==> config.mk <==
export PLATFORM = sky130hd
export DESIGN_NAME = exp_sa_unit
export DESIGN_NICKNAME = d
export VERILOG_FILES = /design/src/rtl/exp_sa_pkg.sv /design/src/rtl/exp_iter_stage.sv /design/src/rtl/exp_euler_stage.sv /design/src/rtl/exp_sa_unit.sv
export SDC_FILE = /design/constraint.sdc
export NUM_CORES = 1
export LEC_CHECK = 0
export BUFFER_PORTS_ARGS = -buffer_cell sky130_fd_sc_hd__buf_2
export CORE_MARGIN = 10
export CORE_UTILIZATION = 28
export CTS_CLUSTER_SIZE = 12
export DETAILED_ROUTE_END_ITERATION = 10
export HOLD_SLACK_MARGIN = 0.03
export SYNTH_ARGS = -nofsm -noshare
export SYNTH_HDL_FRONTEND = slang
export SYNTH_SLANG_ARGS = --single-unit
==> constraint.sdc <==
create_clock -name clk_i -period 8.95 [get_ports clk_i]
set_input_delay 0.4475 -clock clk_i [delete_from_list [all_inputs] [get_ports clk_i]]
set_output_delay 0.4475 -clock clk_i [all_outputs]
set_load 0.01 [all_outputs]
==> src/rtl/exp_sa_pkg.sv <==
package exp_sa_pkg;

  // round(ln(1 + 2^-k) * 2^fw), computed at elaboration
  function automatic logic [31:0] ln_term(input int k, input int fw);
    real v;
    v = $ln(1.0 + 2.0 ** (-k)) * (2.0 ** fw);
    return 32'($rtoi(v + 0.5));
  endfunction

endpackage

==> src/rtl/exp_iter_stage.sv <==
module exp_iter_stage
  import exp_sa_pkg::*;
#(
  parameter int K  = 1,
  parameter int WF = 24
) (
  input  logic          clk_i,
  input  logic          rst_ni,
  input  logic          vld_i,
  input  logic [WF-1:0] e_i,
  input  logic [WF-1:0] l_i,
  output logic          vld_o,
  output logic [WF-1:0] e_o,
  output logic [WF-1:0] l_o
);
  localparam int LW_I = WF - K + 1;
  localparam int LW_O = WF - K;
  localparam logic [31:0]     C_FULL = ln_term(K, WF);
  localparam logic [LW_I-1:0] C_K    = C_FULL[LW_I-1:0];

  logic [LW_I-1:0] l_in, l_next;
  logic            take;
  logic [WF:0]     e_shift, e_sum;
  logic [LW_O-1:0] l_q;

  assign l_in    = l_i[LW_I-1:0];
  assign take    = (l_in >= C_K);
  assign l_next  = take ? (l_in - C_K) : l_in;
  assign e_shift = {1'b1, e_i} >> K;
  assign e_sum   = {1'b0, e_i} + e_shift;

  always_ff @(posedge clk_i or negedge rst_ni) begin
    if (!rst_ni) begin
      vld_o <= 1'b0;
      e_o   <= '0;
      l_q   <= '0;
    end else begin
      vld_o <= vld_i;
      e_o   <= take ? e_sum[WF-1:0] : e_i;
      l_q   <= l_next[LW_O-1:0];
    end
  end

  assign l_o = WF'(l_q);


  e_carry_chk: assert property (@(posedge clk_i) disable iff (!rst_ni)
    (vld_i && take) |-> !e_sum[WF]);


  residual_fits_chk: assert property (@(posedge clk_i) disable iff (!rst_ni)
    vld_i |-> !l_next[LW_I-1]);

  generate
    if (K > 1) begin : g_hi

      residual_in_chk: assert property (@(posedge clk_i) disable iff (!rst_ni)
        vld_i |-> (l_i[WF-1:LW_I] == '0));
    end
  endgenerate

endmodule

==> src/rtl/exp_euler_stage.sv <==
module exp_euler_stage #(
  parameter int WF       = 24,
  parameter int N_ITER   = 10,
  parameter int OUT_FW   = 16,
  parameter int MUL_DROP = 4
) (
  input  logic              clk_i,
  input  logic              rst_ni,
  input  logic              vld_i,
  input  logic [WF-1:0]     e_i,
  input  logic [WF-1:0]     l_i,
  output logic              vld_o,
  output logic [OUT_FW-1:0] sig_o
);
  localparam int LW = WF - N_ITER;
  localparam int AW = WF - MUL_DROP;
  localparam int PW = AW + LW;
  localparam int RB = WF - OUT_FW;
  localparam logic [WF+1:0] HALF = (WF+2)'(1) << (RB - 1);

  logic [LW-1:0]     l_low, corr;
  logic [AW-1:0]     e_top;
  logic [PW-1:0]     prod;
  logic [WF+1:0]     sum, rnd;
  logic [RB-1:0]     rnd_unused;
  logic              sat;
  logic [OUT_FW-1:0] sig_d;

  assign l_low = l_i[LW-1:0];
  assign e_top = e_i[WF-1:MUL_DROP];
  // truncated operands; carries of the dropped partial products are lost
  assign prod  = PW'(e_top) * PW'(l_low);
  assign corr  = prod[PW-1:AW];
  assign sum   = (WF+2)'(e_i) + (WF+2)'(l_low) + (WF+2)'(corr);
  assign rnd   = sum + HALF;
  assign rnd_unused = rnd[RB-1:0];
  assign sat   = (rnd[WF+1:WF] != 2'b00);
  assign sig_d = sat ? '1 : rnd[WF-1:RB];

  always_ff @(posedge clk_i or negedge rst_ni) begin
    if (!rst_ni) begin
      vld_o <= 1'b0;
      sig_o <= '0;
    end else begin
      vld_o <= vld_i;
      sig_o <= sig_d;
    end
  end


  corr_bound_chk: assert property (@(posedge clk_i) disable iff (!rst_ni)
    vld_i |-> (corr <= l_low));


  final_residual_chk: assert property (@(posedge clk_i) disable iff (!rst_ni)
    vld_i |-> (l_i[WF-1:LW] == '0));

endmodule

==> src/rtl/exp_sa_unit.sv <==
module exp_sa_unit
  import exp_sa_pkg::*;
#(
  parameter int IN_FW    = 16,
  parameter int OUT_FW   = 16,
  parameter int GUARD    = 8,
  parameter int N_ITER   = 10,
  parameter int MUL_DROP = 4
) (
  input  logic              clk_i,
  input  logic              rst_ni,
  input  logic              valid_i,
  input  logic [IN_FW-1:0]  x_i,
  output logic              valid_o,
  output logic [OUT_FW-1:0] sig_o
);
  localparam int WF = OUT_FW + GUARD;
  localparam logic [31:0]      LN2_FULL = ln_term(0, IN_FW);
  localparam logic [IN_FW-1:0] LN2_CODE = LN2_FULL[IN_FW-1:0];

  logic [WF-1:0] e_pipe [N_ITER+1];
  logic [WF-1:0] l_pipe [N_ITER+1];
  logic          v_pipe [N_ITER+1];

  assign e_pipe[0] = '0;
  assign l_pipe[0] = WF'(x_i) << (WF - IN_FW);
  assign v_pipe[0] = valid_i;

  generate
    for (genvar k = 1; k <= N_ITER; k++) begin : g_stage
      exp_iter_stage #(.K(k), .WF(WF)) u_stage (
        .clk_i (clk_i),
        .rst_ni(rst_ni),
        .vld_i (v_pipe[k-1]),
        .e_i   (e_pipe[k-1]),
        .l_i   (l_pipe[k-1]),
        .vld_o (v_pipe[k]),
        .e_o   (e_pipe[k]),
        .l_o   (l_pipe[k])
      );
    end
  endgenerate

  exp_euler_stage #(
    .WF(WF), .N_ITER(N_ITER), .OUT_FW(OUT_FW), .MUL_DROP(MUL_DROP)
  ) u_euler (
    .clk_i (clk_i),
    .rst_ni(rst_ni),
    .vld_i (v_pipe[N_ITER]),
    .e_i   (e_pipe[N_ITER]),
    .l_i   (l_pipe[N_ITER]),
    .vld_o (valid_o),
    .sig_o (sig_o)
  );


  in_domain_chk: assert property (@(posedge clk_i) disable iff (!rst_ni)
    valid_i |-> (x_i < LN2_CODE));

endmodule

==> flow_summary.ini, run 1 <==
[outcome]
run_status = completed

[route]
initialDrtViolationCount = 918
drt-vias-per-instance = 4.48
routed_via_count = 18298
routedWlPerCell_um = 14.2
drt_drc_violations_left = 0
wl_um = 57900
antenna_left = 0
firstDrtPassIters = 6

[setup_path]
cpMostUsedCell = sky130_fd_sc_hd__a21o_1
timing.critical_path.required_ns = 9.41
r2r_start = g_stage[10].u_stage.l_q[4]$_DFF_PN0_
critPathArrivalTime_ns = 9.08
timing.critical_path.to_type = flop
critical_path.top_delay_family = adder cells
worst-setup-path-type = flop to flop
critical-path-max-stage-delay_ns = 0.55
r2r_cells = 34
critical_path_peak_fanout = 7
cpMaxStageDelayCell = sky130_fd_sc_hd__fa_1
reg2reg_setup_slack_ns = 0.33
critPathLaunchType = flop
buffers_plus_inverters_on_the_worst_setup_path = 4
r2r-end = u_euler.sig_o[10]$_DFF_PN0_

[timing]
fin_setup_tns_ns = 0
report.final.setup_viol = 0
timing.clock.skew_ns = 0.0493
fmax_ghz = 0.116
finalMaxSlewViolations = 0
worstMarginPinSlew_ns = 0.961
timing.final.crit_share_pct = 96.3
layout_min_cycle_time_ns = 8.62
hold_viol_final = 0
worst_slew_margin_rel_pct = 36.0

[synth]
synth_ff_type = sky130_fd_sc_hd__dfrtp_1
synth_top_area_share_pct = 32.8
netlist_top_cells_area = sky130_fd_sc_hd__dfrtp_1 33%, sky130_fd_sc_hd__fa_1 17%, sky130_fd_sc_hd__ha_1 11%
synth.distinct_cells = 70
synth_edf_count = 0
mappedNetlistNets = 3167
flip_flop_and_latch_count_after_synthesis = 344
synth_instances = 2700
syn-mean-instance-area_um2 = 9.72
yosys_warnings = 0
yosysTopAreaCell = sky130_fd_sc_hd__dfrtp_1
synth.cell_area_um2 = 26300
synth_seq_area_share_pct = 32.8
synth-async-reset-ratio_pct = 100

[floorplanning]
die_height_um = 326
floorplan.io_pins = 36
die_w_um = 326
initial_utilization_pct = 28.2
die_outline_area_um2 = 106000
core.rowCount = 112
core-area_um2 = 93200

[finish]
post_layout_nonfiller_instances = 4083
insertedDiodeCount = 0
layout.nets = 3264
final_layout_size_suffix_gt1_share_pct = 9.54
flow.area_growth_from_synthesis_pct = 15.0
fill_cells = 9621

[place]
gp_routability_congestion = 0.861
port_buffers = 35
dp_cells = 3990
detailed_place_hpwl_um = 45600

[cts]
clockRootBuffer = sky130_fd_sc_hd__clkbuf_16
h-tree-depth = 2
clkTransAtPathRegs_ns = 0.07
cts_tree = done
numCtsBuffers = 43
max-clock-path-buffers = 3
cts_sinks = 344
worst_skew_pair.late_latency_ns = 0.60

[min_path]
hold_class = primary input to flop
hold_path_end = g_stage[1].u_stage.l_q[18]$_DFF_PN0_
timing.hold.worst_path_depth = 2
min_from = x_i[10]

[global_route]
gr-max-usage-layer = met2
grt_max_degree = 164
grt_pass1_vias = 19506
gr-usage-met2_pct = 19.1
antenna_violations_before_repair = 1
grt_use_met1_pct = 13.7
grtUsageTotal_pct = 11.0
grt_first_pass_wirelength_um = 97600
grt_overflow_total = 0
gr-usage-met3_pct = 1.82

[run]
maxCapViolCount = 0
==> stage by stage <==
| stage | setup slack [ns] | instance area (um2) | hold WS (ns) | utilization [%] |
|---|---|---|---|---|
| after floorplan | 0.0952 | 26300 | 0.152 | - |
| after global placement | 0.138 | 28300 | 0.331 | 30.4 |
| after detailed placement | 0.00122 | 28300 | 0.335 | 30.4 |
| after CTS | 0.00134 | 29800 | 0.0326 | 32.0 |
| after global routing | -0.0262 | 30200 | 0.0570 | 32.4 |
| final | 0.333 | 30200 | 0.0680 | 32.4 |
==> cell usage after synthesis, types with 67 or more instances <==
library cell	instances
sky130_fd_sc_hd__a21oi_1	147
sky130_fd_sc_hd__and2_1	148
sky130_fd_sc_hd__clkbuf_1	67
sky130_fd_sc_hd__dfrtp_1	344
sky130_fd_sc_hd__fa_1	220
sky130_fd_sc_hd__ha_1	228
sky130_fd_sc_hd__inv_1	314
sky130_fd_sc_hd__nand2_1	339
sky130_fd_sc_hd__nor2_1	141
sky130_fd_sc_hd__o21ai_0	85
sky130_fd_sc_hd__xnor2_1	134
sky130_fd_sc_hd__xor2_1	109
==> worst reg2reg max path: cells and delay by family (launching register included) <==
family	cells	cell delay (ns)
flops	1	0.42
buf+inv	4	0.26
simple gates	4	0.68
compound gates	16	3.19
fa+ha+maj	9	3.74
xor+xnor	1	0.17
==> flip-flops by register name (all words and copies together), names as in the netlist <==
signal and count:
g_stage.u_stage.l_q 167, g_stage.u_stage.e_o 150, u_euler.sig_o 16, g_stage.u_stage.vld_o 10, u_euler.vld_o 1
==> metal layers <==
metal | part of all wire, % | wire (um)
met5 | 0.024 | 14
met4 | 3.2 | 1870
met3 | 3.9 | 2280
met2 | 48 | 28100
met1 | 44 | 25700
==> worst max path at each step <==
stage	startpoint	endpoint	slack (ns)	depth (start not counted)
3_3_place_gp	g_stage[10].u_stage.l_q[8]$_DFF_PN0_	u_euler.sig_o[10]$_DFF_PN0_	0.14	35
4_1_cts	g_stage[10].u_stage.e_o[11]$_DFF_PN0_	u_euler.sig_o[10]$_DFF_PN0_	0.001	31
2_1_floorplan	g_stage[10].u_stage.e_o[15]$_DFF_PN0_	u_euler.sig_o[13]$_DFF_PN0_	0.1	36
6_report	g_stage[10].u_stage.l_q[4]$_DFF_PN0_	u_euler.sig_o[10]$_DFF_PN0_	0.33	34
5_1_grt	g_stage[10].u_stage.l_q[11]$_DFF_PN0_	u_euler.sig_o[10]$_DFF_PN0_	-0.03	37
3_5_place_dp	g_stage[10].u_stage.l_q[2]$_DFF_PN0_	u_euler.sig_o[10]$_DFF_PN0_	0.001	32
==> layout by cell type, fill, tap and decap left out, types with 18 or more instances in the layout <==
master                      instances
sky130_fd_sc_hd__o21a_1            18
sky130_fd_sc_hd__and2_1           147
sky130_fd_sc_hd__nand2b_1          27
sky130_fd_sc_hd__xnor2_1          134
sky130_fd_sc_hd__o21ai_0           81
sky130_fd_sc_hd__nand4_1           23
sky130_fd_sc_hd__fa_1             214
sky130_fd_sc_hd__nor3_1            36
sky130_fd_sc_hd__xor2_1           109
sky130_fd_sc_hd__inv_1            314
sky130_fd_sc_hd__dfrtp_1          332
sky130_fd_sc_hd__clkbuf_16         43
sky130_fd_sc_hd__nand3_1           39
sky130_fd_sc_hd__nor2_1           140
sky130_fd_sc_hd__ha_1             214
sky130_fd_sc_hd__buf_4             73
sky130_fd_sc_hd__buf_2             34
sky130_fd_sc_hd__a21oi_1          141
sky130_fd_sc_hd__nand2_1          338
sky130_fd_sc_hd__a21o_1            45
sky130_fd_sc_hd__and3_1            27
==> cell type report <==
type / count / area (um2) / area share [%]
well taps: 1254 / 1570 / 5.19
flip-flops and latches: 344 / 8620 / 28.6
multi-input cells: 1969 / 16500 / 54.5
repair buffers: 124 / 925 / 3.06
clock inverters: 25 / 302 / 0.998
inverters: 315 / 1180 / 3.91
clock buffers: 52 / 1140 / 3.77
==> timing repair <==
| item | in CTS | in global routing |
|---|---|---|
| pin swaps | 0 | 34 |
| hold endpoints to repair | 121 | 0 |
| hold buffers | 5 | 0 |
| cloned | 0 | 1 |
| endpoints found under the setup margin | 3 | 16 |
| buffers inserted | 0 | 11 |
| resized for setup | 5 | 69 |
==> cell families after synthesis <==
group                      after synthesis  synth area share, %
AOI/OAI and AO/OA                      408                 9.75
xor gates and xnor gates               243                 8.11
adders and majority gates              448                 27.6
buffers and inverters                  388                 5.59
DFF                                    344                 32.8
muxes                                    6                0.238
and+or+nand+nor                        863                 15.9
Power of run 1 is left out: the tool's default activity adds up to more than one toggle a clock period on the data nets, which glitch-free logic cannot reach.
==> run 2: changes to the inputs <==
- CORE_ASPECT_RATIO: not set -> 1.75
==> flow_summary.ini, run 2 (synthesis gave the netlist of run 1 again) <==
[finish]
insertedDiodeCount = 0
register_containing_the_most_flip_flops_in_the_final_layout = g_stage.u_stage.l_q
commonest_non_fill_non_tap_cell_in_the_layout = sky130_fd_sc_hd__dfrtp_1
final_layout_size_suffix_gt1_share_pct = 9.60
fill_cells = 9569
layout.nets = 3281
registers_with_the_highest_flip_flop_counts = g_stage.u_stage.l_q (167), g_stage.u_stage.e_o (150), u_euler.sig_o (16)
largest_register_ff_count = 167
layout_common_cells = 337 x sky130_fd_sc_hd__dfrtp_1, 336 x sky130_fd_sc_hd__nand2_1, 310 x sky130_fd_sc_hd__inv_1
flow.area_growth_from_synthesis_pct = 14.5

[timing]
report.final.setup_viol = 0
layout_min_cycle_time_ns = 8.68
fmax_ghz = 0.115
fin_setup_tns_ns = 0
worstMarginPinSlew_ns = 1.02
finalMaxSlewViolations = 0
worst_slew_margin_rel_pct = 32.0
layout_setup_ws_ns = 0.274
timing.clock.skew_ns = 0.0272
hold_viol_final = 0
timing.final.crit_share_pct = 96.9

[floorplanning]
die_height_um = 425
floorplan.io_pins = 36
core-area_um2 = 93000
die_w_um = 251
initial_utilization_pct = 28.2
die_outline_area_um2 = 107000
core.rowCount = 148

[run]
maxCapViolCount = 0

[setup_path]
worst-setup-path-type = flop to flop
cpMaxStageDelayCell = sky130_fd_sc_hd__fa_1
timing.critical_path.to_type = flop
critical-path-max-stage-delay_ns = 0.55
critPathArrivalTime_ns = 9.09
critical_path_peak_fanout = 7
timing.critical_path.required_ns = 9.36
critPathLaunchType = flop

[global_route]
grt_first_pass_wirelength_um = 103000
grt_overflow_total = 0
grtUsageTotal_pct = 12.1
antenna_violations_before_repair = 0
grt_max_degree = 185
grt_pass1_vias = 20711

[route]
initialDrtViolationCount = 682
routedWlPerCell_um = 15.8
routed_via_count = 18872
drt_drc_violations_left = 0
firstDrtPassIters = 6
drt-vias-per-instance = 4.68
antenna_left = 0
wl_um = 63600

[cts]
max-clock-path-buffers = 3
numCtsBuffers = 38
h-tree-depth = 2
cts_tree = done
cts_sinks = 344
worst_skew_pair.late_latency_ns = 0.56
clockRootBuffer = sky130_fd_sc_hd__clkbuf_16
clkTransAtPathRegs_ns = 0.06

[place]
port_buffers = 35
detailed_place_hpwl_um = 51700
dp_slack_ns = 0.0118
gp_routability_congestion = 0.888

[min_path]
hold_class = primary input to flop

[outcome]
run_status = completed
==> run 2: changes by cell type in the layout (fill, tap and decap cells not counted), moves of 3 or more <==
cell	change
sky130_fd_sc_hd__clkinv_2	-11
sky130_fd_sc_hd__buf_4	+28
sky130_fd_sc_hd__dfrtp_2	-5
sky130_fd_sc_hd__o21ai_1	+3
sky130_fd_sc_hd__clkbuf_16	-5
sky130_fd_sc_hd__dlygate4sd3_1	-3
sky130_fd_sc_hd__dfrtp_1	+5
sky130_fd_sc_hd__buf_6	-3
sky130_fd_sc_hd__o21ai_0	-3
sky130_fd_sc_hd__ha_1	+6
sky130_fd_sc_hd__ha_2	-6
sky130_fd_sc_hd__inv_1	-4
sky130_fd_sc_hd__inv_2	+4
==> run 2: cell type report <==
cell class | instances | area, um2 | share of cell area (%)
inverter | 315 | 1180 | 3.93
multi-input combinational | 1969 | 16400 | 54.7
tap | 1200 | 1500 | 5.00
clock inverter | 10 | 219 | 0.729
sequential | 344 | 8620 | 28.7
timing repair buffer | 146 | 1070 | 3.56
clock buffer | 48 | 1040 | 3.46
==> run 2: worst paths after layout <==
| check | slack (ns) | from | cells past startpoint | endpoint |
|---|---|---|---|---|
| min reg2reg | 0.35 | g_stage[1].u_stage.l_q[9]$_DFF_PN0_ | 0 | g_stage[2].u_stage.l_q[9]$_DFF_PN0_ |
| min | 0.07 | x_i[8] | 2 | g_stage[1].u_stage.l_q[16]$_DFF_PN0_ |
| max | 0.27 | g_stage[10].u_stage.e_o[9]$_DFF_PN0_ | 39 | u_euler.sig_o[10]$_DFF_PN0_ |
| min in group asynchronous | 0.52 | rst_ni | 2 | g_stage[8].u_stage.e_o[20]$_DFF_PN0_ |
| max reg2reg | 0.27 | g_stage[10].u_stage.e_o[9]$_DFF_PN0_ | 39 | u_euler.sig_o[10]$_DFF_PN0_ |
| max in group asynchronous | 7.01 | rst_ni | 3 | g_stage[9].u_stage.l_q[11]$_DFF_PN0_ |
==> run 2: layer usage <==
metal | global-route usage (%) | wire (um) | up-vias
met5 | 0 | 0 | -
met4 | 7.43 | 4250 | 0
met3 | 1.53 | 1620 | 191
met2 | 25.3 | 37300 | 332
met1 | 10.3 | 20500 | 9301
li1 | - | - | 9048
==> run 2: critical path, delay by kind of cell (launching register included) <==
kind                       cells  cell delay, ns
DFF                            1            0.38
xor gates and xnor gates       1            0.09
AOI/OAI and AO/OA             15            2.57
adders and majority gates      9            3.76
buffers and inverters         10            1.15
and+or+nand+nor                4            0.56
==> run 2: per-stage QoR <==
step / hold WS, ns / std cells / cell area, um2 / utilization (%)
global route: 0.0649 / 4032 / 30100 / 32.3
global placement: 0.331 / 3968 / 28500 / 30.6
finish: 0.0711 / 4032 / 30100 / 32.3
detailed placement: 0.335 / 3968 / 28500 / 30.6
floorplan: 0.152 / 2700 / 26300 / -
CTS: 0.0374 / 4029 / 29800 / 32.0
==> run 2: repair_timing <==
action	CTS	global route
hold buffers	2	0
hold endpoints to repair	84	0
setup endpoints to repair	5	16
gates resized for setup	2	64
cloned	1	0
pin swaps	0	45
setup buffers	0	3
Power of run 2 is left out for the same reason.
==> run 3: changes to the inputs <==
- SYNTH_HIERARCHICAL: not set -> 1
==> flow_summary.ini, run 3 <==
[setup_path]
critPathLaunchType = flop
critical_path_peak_fanout = 6
timing.critical_path.required_ns = 9.48
timing.critical_path.to_type = flop
critical-path-max-stage-delay_ns = 0.55
cpMostUsedCell = sky130_fd_sc_hd__fa_1
cpMaxStageDelayCell = sky130_fd_sc_hd__fa_2
buffers_plus_inverters_on_the_worst_setup_path = 9
reg2reg_setup_slack_ns = -0.20
critPathArrivalTime_ns = 9.68
critical_path.top_delay_family = adder cells
worst-setup-path-type = flop to flop

[finish]
final_layout_size_suffix_gt1_share_pct = 11.3
largest_register_ff_count = 240
insertedDiodeCount = 0
register_containing_the_most_flip_flops_in_the_final_layout = g_stage.u_stage/e_o
commonest_non_fill_non_tap_cell_in_the_layout = sky130_fd_sc_hd__nand2_1
layout_common_cells = 501 x sky130_fd_sc_hd__nand2_1, 441 x sky130_fd_sc_hd__dfrtp_1, 335 x sky130_fd_sc_hd__inv_1
layout.nets = 4846
flow.area_growth_from_synthesis_pct = 15.2
registers_with_the_highest_flip_flop_counts = g_stage.u_stage/e_o (240), g_stage.u_stage/l_q (185), u_euler/sig_o (16)

[global_route]
grt_max_degree = 184
grtUsageTotal_pct = 12.9
grt_first_pass_wirelength_um = 157000
antenna_violations_before_repair = 0
grt_overflow_total = 0
grt_pass1_vias = 31491

[cts]
worst_skew_pair.late_latency_ns = 0.64
h-tree-depth = 2
max-clock-path-buffers = 3
cts_tree = done
numCtsBuffers = 52
cts_sinks = 452
clockRootBuffer = sky130_fd_sc_hd__clkbuf_16
clkTransAtPathRegs_ns = 0.06

[timing]
layout_min_cycle_time_ns = 9.15
fmax_ghz = 0.109
fin_setup_tns_ns = -1.91
timing.final.crit_share_pct = 102
timing.clock.skew_ns = 0.0336
report.final.setup_viol = 16
layout_setup_ws_ns = -0.199
grt_setup_unrepaired = yes
worstMarginPinSlew_ns = 1.17
fin_worst_hold_slack_ns = 0.0745
finalMaxSlewViolations = 0
hold_viol_final = 0
worst_slew_margin_rel_pct = 21.5

[route]
routed_via_count = 29166
wl_um = 96500
drt-vias-per-instance = 4.86
drt_drc_violations_left = 0
firstDrtPassIters = 6
antenna_left = 0
initialDrtViolationCount = 1050
routedWlPerCell_um = 16.1

[floorplanning]
die_height_um = 504
die_outline_area_um2 = 149000
core.rowCount = 177
die_w_um = 296
core-area_um2 = 133000
initial_utilization_pct = 28.2
floorplan.io_pins = 36

[synth]
yosys_warnings = 6
synth.cell_area_um2 = 37500
syn-mean-instance-area_um2 = 9.30
synth_instances = 4028

[place]
gp_routability_congestion = 0.902
detailed_place_hpwl_um = 77500
port_buffers = 35

[run]
maxCapViolCount = 0

[min_path]
hold_class = primary input to flop

[outcome]
failed_checks = setup timing
run_status = finished, violations left
-- run 3: cell count changes in the layout (fill, tap and decap cells not counted), sizes merged, moves of 36 or more --
cell   delta
conb     +99
dfrtp   +108
nor2    +121
nor3     +46
xnor2    +36
nand3    +51
o21ai   +109
buf      +56
a21oi   +146
ha      +102
xor2     +54
nand2   +164
-- run 3: through the flow --
stage	instances	setup slack (ns)	cell area [um2]	util [%]
floorplan	4126	0.000767	38000	-
finish	6000	-0.199	43200	32.5
CTS	5999	-0.154	43100	32.4
detailed placement	5872	-0.744	40600	30.6
global placement	5872	-0.669	40600	30.6
global route	6000	-0.534	43200	32.5
-- run 3: worst reg2reg max path: cells and delay by family, from the launching register on --
kind	cells	cell delay, ns
buffers and inverters	9	0.96
and+or+nand+nor	6	1.02
AOI/OAI and AO/OA	9	2.07
adders and majority gates	10	4.39
DFF	1	0.44
xor gates and xnor gates	1	0.13
-- run 3: path summary, 6_finish.rpt --
| kind | endpoint | cells past startpoint | startpoint |
|---|---|---|---|
| worst min register to register | g_stage[8].u_stage/vld_o$_DFF_PN0_ | 0 | g_stage[7].u_stage/vld_o$_DFF_PN0_ |
| worst min-delay path | g_stage[1].u_stage/l_q[18]$_DFF_PN0_ | 2 | x_i[10] |
| worst max register to register | u_euler/sig_o[12]$_DFF_PN0_ | 35 | g_stage[10].u_stage/l_q[2]$_DFF_PN0_ |
| min in group asynchronous | u_euler/sig_o[8]$_DFF_PN0_ | 2 | rst_ni |
| max in group asynchronous | g_stage[2].u_stage/e_o[1]$_DFF_PN0_ | 4 | rst_ni |
| worst max-delay path | u_euler/sig_o[12]$_DFF_PN0_ | 35 | g_stage[10].u_stage/l_q[2]$_DFF_PN0_ |
-- run 3: final cells by class --
class	count	area, um2
clock inverter	22	303
fill	13688	89700
multi-input combinational	3195	24900
tap	1700	2130
sequential	452	11300
inverter	347	1300
timing repair buffer	214	1700
clock buffer	70	1480
-- run 3: timing repair --
item | CTS | global route
pin swaps | 84 | 7
hold buffers | 14 | 0
endpoints found under the setup margin | 16 | 16
hold endpoints to repair | 67 | 0
buffers inserted | 22 | 1
gates resized for setup | 91 | 12
-- run 3: metal layers --
layer  up-vias  GRT usage [%]  routed length (um)
met1     14153           10.8               30300
li1      14187              -                   -
met4         0           7.95                6550
met3       297           1.40                2180
met2       529           27.3               57500
met5         -              0                   0
Power of run 3 is left out for the same reason.
